==> src/rtl/gcfg_pkg.sv <==
package gcfg_pkg;
  localparam int REV_LSB   = 0;
  localparam int ID_LSB    = 8;
  localparam int BCAST_BIT = 16;
  localparam int ECLK_BIT  = 20;
  localparam int ECS_BIT   = 21;
  localparam int EDI_BIT   = 22;
  localparam int EDO_BIT   = 23;
  localparam int SLP_LSB   = 24;
  localparam int SLP_W     = 8;

  typedef struct packed {
    logic ee_di;
    logic ee_cs;
    logic ee_clk;
    logic bcast;
  } gcfg_ctl_t;
endpackage

==> src/rtl/gcfg_sync.sv <==
module gcfg_sync #(
  parameter int STAGES = 2
) (
  input  logic clk,
  input  logic rst,
  input  logic d,
  output logic q
);
  logic [STAGES-1:0] chain;

  always_ff @(posedge clk) begin
    if (rst) chain <= '0;
    else     chain <= {chain[STAGES-2:0], d};
  end

  assign q = chain[STAGES-1];
endmodule

==> src/rtl/gcfg_fanout.sv <==
module gcfg_fanout #(
  parameter int NCH = 4,
  parameter int CW  = (NCH > 1) ? $clog2(NCH) : 1
) (
  input  logic           clk,
  input  logic           rst,
  input  logic           bcast,
  input  logic           cfg_wr,
  input  logic           cfg_rd,
  input  logic [CW-1:0]  cfg_ch,
  output logic [NCH-1:0] cfg_we,
  output logic [NCH-1:0] cfg_rd_sel
);
  for (genvar i = 0; i < NCH; i++) begin : g_ch
    logic hit;
    assign hit = (cfg_ch == CW'(i));

    always_ff @(posedge clk) begin
      if (rst) begin
        cfg_we[i]     <= 1'b0;
        cfg_rd_sel[i] <= 1'b0;
      end else begin
        cfg_we[i]     <= cfg_wr & (bcast | hit);
        cfg_rd_sel[i] <= cfg_rd & hit;
      end
    end
  end
endmodule

==> src/rtl/gcfg_reg.sv <==
module gcfg_reg
  import gcfg_pkg::*;
#(
  parameter int         NCH    = 4,
  parameter logic [3:0] FAMILY = 4'h2,
  parameter logic [7:0] REV    = 8'h01,
  parameter int         SYNC_N = 2,
  parameter int         CW     = (NCH > 1) ? $clog2(NCH) : 1
) (
  input  logic           clk,
  input  logic           rst,
  input  logic           reg_wr,
  input  logic [31:0]    reg_wdata,
  output logic [31:0]    rdata,
  input  logic           cfg_wr,
  input  logic           cfg_rd,
  input  logic [CW-1:0]  cfg_ch,
  output logic [NCH-1:0] cfg_we,
  output logic [NCH-1:0] cfg_rd_sel,
  output logic [NCH-1:0] sleep_en,
  output logic           ee_clk,
  output logic           ee_cs,
  output logic           ee_di,
  input  logic           ee_do
);
  localparam logic [7:0] DEV_ID = {FAMILY, 4'(NCH)};

  gcfg_ctl_t      ctl_q;
  logic [NCH-1:0] sleep_q;
  logic           edo_s;
  logic [SLP_W-1:0] slp_ext;
  logic [31:0]    rd_img;

  always_ff @(posedge clk) begin
    if (rst) begin
      ctl_q   <= '0;
      sleep_q <= '0;
    end else if (reg_wr) begin
      ctl_q.bcast  <= reg_wdata[BCAST_BIT];
      ctl_q.ee_clk <= reg_wdata[ECLK_BIT];
      ctl_q.ee_cs  <= reg_wdata[ECS_BIT];
      ctl_q.ee_di  <= reg_wdata[EDI_BIT];
      sleep_q      <= reg_wdata[SLP_LSB +: NCH];
    end
  end

  gcfg_sync #(.STAGES(SYNC_N)) u_sync (
    .clk(clk), .rst(rst), .d(ee_do), .q(edo_s)
  );

  gcfg_fanout #(.NCH(NCH), .CW(CW)) u_fan (
    .clk(clk), .rst(rst), .bcast(ctl_q.bcast),
    .cfg_wr(cfg_wr), .cfg_rd(cfg_rd), .cfg_ch(cfg_ch),
    .cfg_we(cfg_we), .cfg_rd_sel(cfg_rd_sel)
  );

  always_comb begin
    slp_ext = '0;
    slp_ext[NCH-1:0] = sleep_q;
    rd_img = '0;
    rd_img[REV_LSB +: 8]   = REV;
    rd_img[ID_LSB +: 8]    = DEV_ID;
    rd_img[BCAST_BIT]      = ctl_q.bcast;
    rd_img[EDO_BIT]        = edo_s;
    rd_img[SLP_LSB +: SLP_W] = slp_ext;
  end

  always_ff @(posedge clk) begin
    if (rst) rdata <= {16'h0000, DEV_ID, REV};
    else     rdata <= rd_img;
  end

  assign sleep_en = sleep_q;
  assign ee_clk   = ctl_q.ee_clk;
  assign ee_cs    = ctl_q.ee_cs;
  assign ee_di    = ctl_q.ee_di;
endmodule

==> config.mk <==
export PLATFORM = sky130hd
export DESIGN_NAME = gcfg_reg
export DESIGN_NICKNAME = d
export VERILOG_FILES = /design/src/rtl/gcfg_pkg.sv /design/src/rtl/gcfg_sync.sv /design/src/rtl/gcfg_fanout.sv /design/src/rtl/gcfg_reg.sv
export SDC_FILE = /design/constraint.sdc
export NUM_CORES = 1
export LEC_CHECK = 0
export BUFFER_PORTS_ARGS = -buffer_cell sky130_fd_sc_hd__buf_2
export CORE_MARGIN = 5
export CORE_UTILIZATION = 33
export DETAILED_ROUTE_END_ITERATION = 8
export GPL_TIMING_DRIVEN = 0
export PLACE_DENSITY = 0.83
export SETUP_SLACK_MARGIN = 0.2
export SKIP_LAST_GASP = 1
export SLEW_MARGIN = 20
export SYNTH_ARGS = -nofsm -noshare
export SYNTH_HDL_FRONTEND = slang
export SYNTH_SLANG_ARGS = --single-unit
==> constraint.sdc <==
create_clock -name clk -period 0.8 [get_ports clk]
set_input_delay 0.24 -clock clk [delete_from_list [all_inputs] [get_ports clk]]
set_output_delay 0.24 -clock clk [all_outputs]
set_load 0.01 [all_outputs]
Word level (Yosys, flattened, before mapping)
Index checks and enable logic that the tools add are counted.
{"block": "totals", "elab_cells": 32, "ff_bits": 50, "output_inout_bits": 47, "inputBits": 40}
{"block": "op_classes", "bitwise_logic": 12, "reduce_logical": 1, "n_eq_ne": 3}
{"operator": "$and A1 B1 Y1", "n": 8}
{"operator": "$eq A2 B2 Y1 const B", "n": 2}
{"operator": "$or A1 B1 Y1", "n": 4}
{"operator": "$eq A2 B1 Y1 const B", "n": 1}
{"operator": "$logic_not A2 Y1", "n": 1}

Depth between registers and ports, before layout
Gate-level depths: netlist (run 1).
{"block": "depth", "word_depth": 3, "ltp_mapped": 3, "mapped_depth_nobuf": 2}

Modules after synthesis
Synthesis (run 1) repeated with hierarchy kept, for this count alone.
{"block": "unflattened", "hier_cells": 92, "area_unflattened_um2": 958.4}
{"mod": "gcfg_reg", "seq_area_each_um2": 280.3, "cells_each": 66, "area_per_inst_um2": 646.9, "n_inst": 1}
{"mod": "gcfg_fanout", "seq_area_each_um2": 160.2, "cells_each": 22, "area_per_inst_um2": 259.0, "n_inst": 1}
{"mod": "gcfg_sync", "seq_area_each_um2": 40.0, "cells_each": 4, "area_per_inst_um2": 52.6, "n_inst": 1}

Worst setup path after synthesis (run 1)
OpenSTA, ideal clock, no wires.
{"block": "synth_timing", "path_type": "input-to-reg", "start": "input port rst", "end": "register u_fan.cfg_rd_sel[1]", "arrival_ps": 622, "n_path_buf": 1, "required_time_ps": 683, "setup_time_ps": 117, "path_slack_ps": 61, "path_stages": 2, "path_cell_list": "buf_2 > and4bb_2"}
{"element": "start: declaration", "line_no": "gcfg_reg.sv:11", "text": "input logic rst,"}
{"element": "end signal: indexed assignment", "line_no": "gcfg_fanout.sv:24", "text": "cfg_rd_sel[i] <= cfg_rd & hit;"}
{"element": "end: declaration", "line_no": "gcfg_fanout.sv:12", "text": "output logic [NCH-1:0] cfg_rd_sel"}
No word-level cell between the ends.

Worst setup path in the final report (run 1)
{"block": "layout_timing", "start": "register sleep_q[0], in the netlist sleep_en[0]", "end": "output port sleep_en[0]"}
{"element": "start: declaration", "line_no": "gcfg_reg.sv:29", "text": "logic [NCH-1:0] sleep_q;"}
{"element": "start signal: assignment", "line_no": "gcfg_reg.sv:43", "text": "sleep_q <= reg_wdata[SLP_LSB +: NCH];"}
{"element": "end: declaration", "line_no": "gcfg_reg.sv:20", "text": "output logic [NCH-1:0] sleep_en,"}
No word-level cell between the ends.

==> results of run 1 <==
[cells by family after synthesis]
logic type             Yosys count  synth area share [%]
muxes                            8                  8.37
DFF                             24                  50.2
AOI/OAI and AO/OA                4                  2.09
and+or+nand+nor                 25                  15.7
other                            2                 0.785
buffers and inverters           30                  22.9
[final timing paths]
path | startpoint | depth (start not counted) | to
max | sleep_en[0] | 1 | sleep_en[0]
min | reg_wdata[24] | 3 | sleep_en[0]
max reg2reg | sleep_en[0] | 4 | sleep_en[0]
min reg2reg | u_sync.chain[1] | 1 | rdata[23]
[cell type report]
type	instances	share of cell area [%]
Clock buffer	3	1.50
Buffer	29	16.0
Multi-Input combinational cell	63	24.7
Timing Repair Buffer	39	19.6
Sequential cell	24	33.2
Clock inverter	1	2.00
Inverter	1	0.416
Tap cell	31	2.58
[metal layers]
layer	global-route usage [%]	vias to the layer above	routed length (um)
li1	-	377	-
met1	9.81	297	693
met2	13.9	36	1010
met3	2.45	4	209
met4	3.38	0	39
met5	0	-	0
[tightest hold or removal path, delay by kind of cell]
kind | cells | cell delay [ps]
AND/OR/NAND/NOR | 1 | 70
multiplexers | 1 | 50
buffers and inverters | 1 | 70
[cell usage after synthesis, drive strengths merged]
cell type	count	share of area (%)
or2	1	0.65
and4bb	2	2.6
nor2	10	3.9
conb	2	0.78
a21oi	4	2.1
dfxtp	24	50
buf	29	22
nand2b	3	2.0
inv	1	0.39
and4b	1	1.0
nor2b	7	4.6
nor4b	1	0.92
mux2i	8	8.4
[registers in the layout (all words and copies together), names as in the netlist]
name and cells:
rdata 6, sleep_en 4, u_fan.cfg_rd_sel 4, u_fan.cfg_we 4, u_sync.chain 2, ctl_q 1
ee_clk 1, ee_cs 1, ee_di 1
[power groups by stage]
stage / registers [mW] / logic [mW] / clock network [mW]
2_1_floorplan: 1.32 / 0.254 / 0
3_3_place_gp: 1.29 / 0.381 / 0
3_5_place_dp: 1.30 / 0.384 / 0
4_1_cts: 1.28 / 0.426 / 0.861
5_1_grt: 1.29 / 0.501 / 0.905
6_report: 1.28 / 0.461 / 0.846
[what timing repair did]
item | CTS | global route
resized for setup | 19 | 18
buffers inserted | 3 | 1
endpoints found under the setup margin | 29 | 37
pin swaps | 1 | 4
[through the flow]
step / cell area [sq um] / setup WS, ps
finish: 1510 / -229
global route: 1510 / -255
CTS: 1430 / -218
detailed placement: 1290 / -26.2
global placement: 1290 / -25.1
floorplan: 1080 / 137
==> impl_metrics.toml, run 1 <==
[final_layout]
diodes = 0
fin_cells = 191
fin_nets = 201
fillerInstances = 239
drive_gt1_share_pct = 58.8
utilization_pct = 54.6
syn2layout_area_growth_pct = 57.3
multiInputGateArea_sq_um = 372
regArea_sq_um = 499
layout_common_cells = "buf_4 (26), conb_1 (26), buf_2 (23)"

[floorplanning]
io_pins = 87
fp-row-count = 19
die-area_sq_um = 4080
start_util_pct = 34.7
design.core.area_sq_um = 2760
dieWidth_um = 63.9
fp.dieH_um = 63.9

[route]
drtAntennaViolNets = 0
drtIter0Drc = 23
first_pass_iters = 4
wl_um = 1960
drt-wirelength-per-cell_um = 10.2
vias = 714
routed_via_density = 3.74
drc = 0

[clock_tree]
clkLatencyLatePin_ps = 290
cts_root_buf = "clkbuf_4"
cts_hold_buf = 0
path_clk_slew_ps = 130
cts_buffers = 3
cts_tree = "done"
cts_htree_levels = 1
clkSinkCount = 24
clockBufferDepth = 2

[setup_path]
crit_family = "flip-flops"
crit_slowest_cell = "dfxtp_2"
cp_num_buf_inv = 1
rrSetupSlack_ps = -20
arrival_ps = 790
worstPathRequired_ps = 560
worstPathCellList = "buf_6"
critPathLaunchType = "register"
cpPeakStageDelay_ps = 380
worstSetupPathType = "reg2out"
path_max_fanout = 2
crit_path_end_kind = "output pin"

[place]
io_buffers = 35
gp_congestion = 0.692
hpwl_um = 1460
dp_cells = 183

[power_and_ir_drop]
p_per_area_nw_per_um2 = 1720
p_leak_nw = 0.789
seq_power_share_pct = 49.5
p_int_mw = 2.02
peakVddDrop_v = 0.00128
p_switching_uw = 569
fin_total_pwr_mw = 2.59
p_comb_share_pct = 17.8
pwr-share-clk_pct = 32.7
switching_share_pct = 22.0

[synth]
ys_types = 14
yosys_register_bits = 24
syn_avg_cell_area_sq_um = 10.3
seq_area_frac_synth_pct = 50.2
syn_inst = 93
ys_warn_count = 0
synth.cell_area_sq_um = 957

[global_routing]
track_usage_pct = 8.30
grt_pass1_vias = 642
grt-ovfl-total = 0
antenna_found_initial = 0
grt_max_degree = 15
grt_pass1_wl_um = 2800

[sta]
setup_viol = 22
slew_violations = 0
post-route-period-util_pct = 129
setup_ws_ps = -229
hold_violations = 0
setup_tns_ps = -4070
fin_worst_skew_ps = 0.914
rsz0062_at_grt = "yes"
fmax_mhz = 972
hold_ws_ps = 158
fin_crit_ps = 1030

[min_path]
hold_path.class = "in2reg"

[run_status]
outcome = "finished, violations left"
violations = "negative setup slack"

[flow_run]
maxCapViolations = 0
No activity file was read; power rests on OpenSTA's default activity.
==> run 2, diff against run 1 <==
--- a/config.mk
+++ b/config.mk
@@ -5,7 +5,7 @@
 export SDC_FILE = /design/constraint.sdc
 export NUM_CORES = 1
 export LEC_CHECK = 0
-export BUFFER_PORTS_ARGS = -buffer_cell sky130_fd_sc_hd__buf_2
+export BUFFER_PORTS_ARGS = -buffer_cell sky130_fd_sc_hd__clkbuf_2
 export CORE_MARGIN = 5
 export CORE_UTILIZATION = 33
 export DETAILED_ROUTE_END_ITERATION = 8
@@ -17,3 +17,4 @@
 export SYNTH_ARGS = -nofsm -noshare
 export SYNTH_HDL_FRONTEND = slang
 export SYNTH_SLANG_ARGS = --single-unit
+export TNS_END_PERCENT = 50
==> impl_metrics.toml, run 2 (synthesized netlist as in run 1, its figures left out) <==
[floorplanning]
fp.dieH_um = 63.9
dieWidth_um = 63.9
die-area_sq_um = 4080
io_pins = 87
fp-row-count = 19
start_util_pct = 34.7
design.core.area_sq_um = 2760

[power_and_ir_drop]
fin_total_pwr_mw = 2.57
p_leak_nw = 0.779
pwr-share-clk_pct = 33.1
p_comb_share_pct = 17.0
p_int_mw = 2.01
p_switching_uw = 563
seq_power_share_pct = 49.9
p_per_area_nw_per_um2 = 1740
switching_share_pct = 21.9
peakVddDrop_v = 0.00153

[sta]
rsz0062_at_grt = "yes"
post-route-period-util_pct = 128
fin_worst_skew_ps = 0.377
fmax_mhz = 978
hold_violations = 0
setup_viol = 21
setup_tns_ps = -4150
slew_violations = 0
hold_ws_ps = 135
setup_ws_ps = -222
fin_crit_ps = 1020

[setup_path]
arrival_ps = 780
critPathLaunchType = "register"
worstPathRequired_ps = 560
crit_family = "flip-flops"
cp_num_buf_inv = 1
worstPathCellList = "buf_6"
path_max_fanout = 3
worstSetupPathType = "reg2out"
crit_slowest_cell = "dfxtp_2"
cpPeakStageDelay_ps = 370
crit_path_end_kind = "output pin"

[clock_tree]
cts_buffers = 3
clkLatencyLatePin_ps = 300
cts_htree_levels = 1
cts_root_buf = "clkbuf_4"
clockBufferDepth = 2
clkSinkCount = 24
cts_tree = "done"
path_clk_slew_ps = 130

[final_layout]
diodes = 0
fillerInstances = 241
fin_nets = 199
syn2layout_area_growth_pct = 54.4
largest_reg_flops = 6
final_common_cell = "buf_4"
drive_gt1_share_pct = 56.3
top_register = "rdata"
utilization_pct = 53.6
layout_common_cells = "buf_4 (29), conb_1 (26), clkbuf_2 (17)"

[global_routing]
track_usage_pct = 8.23
grt_pass1_vias = 683
grtUsageMet3_pct = 2.28
grt_max_degree = 15
grt.busiest_layer = "met2"
antenna_found_initial = 0
use_met1_pct = 9.59
grt-ovfl-total = 0
use_met2_pct = 14.2
grt_pass1_wl_um = 2790

[route]
drtAntennaViolNets = 0
drc = 0
routed_via_density = 3.70
drtIter0Drc = 15
first_pass_iters = 2
wl_um = 1950
vias = 699
drt-wirelength-per-cell_um = 10.3

[place]
gp_congestion = 0.664
hpwl_um = 1450
io_buffers = 35

[run_status]
violations = "negative setup slack"
outcome = "finished, violations left"

[min_path]
hold_path.class = "in2reg"

[flow_run]
maxCapViolations = 0
[run 2: metrics by stage]
step	area (sq um)	instances	worst slack [ps]
6_report	1480	189	-222
3_5_place_dp	1290	183	-37.8
4_1_cts	1370	189	-247
5_1_grt	1480	189	-270
2_1_floorplan	1080	117	137
3_3_place_gp	1290	183	-24.2
[run 2: per-layer routing]
layer  up-vias  part of all wire [%]
met2        37                    51
li1        372                     -
met4         0                  0.72
met1       288                    40
met5         -                     0
met3         2                   8.2
[run 2: path summary, 6_finish.rpt]
| check | from | endpoint | slack, ps | depth (start not counted) |
|---|---|---|---|---|
| min reg2reg | u_sync.chain[1] | rdata[23] | 460 | 1 |
| max reg2reg | sleep_en[0] | sleep_en[0] | 50 | 3 |
| min | ee_do | u_sync.chain[0] | 130 | 2 |
| max | sleep_en[2] | sleep_en[2] | -220 | 1 |
[run 2: repair_timing]
| item | CTS | global route |
|---|---|---|
| hold buffers | 0 | 0 |
| resized for setup | 8 | 42 |
| buffers inserted | 2 | 0 |
| endpoints found under the setup margin | 31 | 36 |
[run 2: power by group through the flow]
stage / logic [mW] / registers [mW] / clock network (mW)
detailed placement: 0.382 / 1.30 / 0
CTS: 0.392 / 1.27 / 0.865
finish: 0.439 / 1.28 / 0.852
global placement: 0.378 / 1.30 / 0
global route: 0.479 / 1.29 / 0.945
floorplan: 0.253 / 1.32 / 0
[run 2: final cells by class]
| cell class | instances | area (sq um) | share of cell area (%) |
|---|---|---|---|
| sequential | 24 | 500 | 33.9 |
| multi-input combinational | 63 | 354 | 24.0 |
| timing repair buffer | 37 | 290 | 19.6 |
| buffer | 29 | 238 | 16.1 |
| tap | 31 | 38.8 | 2.62 |
| clock inverter | 1 | 30.0 | 2.03 |
| clock buffer | 3 | 22.5 | 1.52 |
| inverter | 1 | 3.75 | 0.254 |
==> run 3, diff against run 2 <==
==> constraint.sdc (replaced) <==
create_clock -name clk -period 0.8 [get_ports clk]
set_input_delay 0.16 -clock clk [delete_from_list [all_inputs] [get_ports clk]]
set_output_delay 0.16 -clock clk [all_outputs]
set_load 0.01 [all_outputs]
==> impl_metrics.toml, run 3 (synthesized netlist as in run 1, its figures left out) <==
[final_layout]
syn2layout_area_growth_pct = 55.0
fin_area_sq_um = 1480
fin_nets = 201
layout_common_cells = "buf_4 (31), conb_1 (26), buf_6 (20)"
top_register = "rdata"
final_common_cell = "buf_4"
diodes = 0
drive_gt1_share_pct = 58.1
utilization_pct = 53.8
largest_reg_flops = 6

[floorplanning]
start_util_pct = 34.7
design.core.area_sq_um = 2760
fp-row-count = 19
fp.dieH_um = 63.9
dieWidth_um = 63.9
die-area_sq_um = 4080
io_pins = 87

[flow_run]
maxCapViolations = 0

[sta]
hold_violations = 0
slew_violations = 0
fin_crit_ps = 922
post-route-period-util_pct = 115
setup_ws_ps = -122
fin_worst_skew_ps = 3.41
fmax_mhz = 1080
rsz0062_at_grt = "yes"
setup_viol = 21

[setup_path]
path_max_fanout = 2
arrival_ps = 760
crit_slowest_cell = "dfxtp_2"
worstPathCellList = "buf_6"
critPathLaunchType = "register"
worstSetupPathType = "reg2out"
cp_num_buf_inv = 1
worstPathRequired_ps = 640
crit_path_end_kind = "output pin"
crit_family = "flip-flops"
cpPeakStageDelay_ps = 350

[min_path]
hold_path.class = "in2reg"

[global_routing]
grt_max_degree = 14
grt-ovfl-total = 0
track_usage_pct = 9.30
grt_pass1_vias = 692
antenna_found_initial = 0
grt_pass1_wl_um = 3180

[clock_tree]
cts_hold_buf = 0
path_clk_slew_ps = 120
cts_htree_levels = 1
clkLatencyLatePin_ps = 300
cts_buffers = 3
cts_tree = "done"
clockBufferDepth = 2
clkSinkCount = 24
cts_root_buf = "clkbuf_4"

[place]
placed_area_sq_um = 1270
pre_cts_ws_ps = 38.3
hpwl_um = 1490
io_buffers = 35
gp_congestion = 0.676

[route]
routed_via_density = 3.81
drc = 0
first_pass_iters = 3
drtIter0Drc = 37
drtAntennaViolNets = 0
wl_um = 2050
drt-wirelength-per-cell_um = 10.7
vias = 728

[run_status]
violations = "negative setup slack"
outcome = "finished, violations left"

[power_and_ir_drop]
p_per_area_nw_per_um2 = 1580
p_leak_nw = 0.782
peakVddDrop_v = 0.00108
fin_total_pwr_mw = 2.35
==> run 3: path summary, 6_finish.rpt <==
path                                       from               to  slack, ps  depth (start not counted)
worst max-delay path                sleep_en[1]      sleep_en[1]       -120                          1
worst min-delay path              reg_wdata[21]            ee_cs         90                          3
worst max register to register      sleep_en[2]      sleep_en[2]         30                          3
worst min register to register  u_sync.chain[0]  u_sync.chain[1]        460                          1
==> run 3: layout make-up <==
class	instances	area, sq um
buffer	29	229
clock buffer	4	36.3
fill	238	1270
inverter	1	3.75
multi-input combinational	63	348
sequential	24	504
tap	31	38.8
timing repair buffer	39	324
==> run 3: timing repair <==
item | in CTS | in global routing
gates resized for setup | 7 | 50
setup buffers | 4 | 0
setup endpoints to repair | 30 | 38
pin swaps | 0 | 0
==> run 3: layer usage <==
metal	share of wire (%)	GRT usage, %	vias up
li1	-	-	375
met2	51	15.5	40
met3	11	3.50	0
met1	38	11.6	313
met4	0	1.56	0
met5	0	0	-
==> run 3: power by group <==
part | total (mW) | leakage, nW | internal (mW) | switching (mW)
Sequential | 1.28 | 0.205 | 1.26 | 0.0285
Combinational | 0.449 | 0.557 | 0.257 | 0.192
Clock | 0.617 | 0.0210 | 0.277 | 0.339
Total | 2.35 | 0.782 | 1.79 | 0.560
==> run 3: per-stage QoR <==
stage / hold WS [ps] / setup TNS, ps / cells
3_5_place_dp: 404 / 0 / 183
3_3_place_gp: 391 / 0 / 183
5_1_grt: 89.3 / -3050 / 191
4_1_cts: 89.1 / -2620 / 191
2_1_floorplan: 237 / 0 / 117
6_report: 87.0 / -2360 / 191
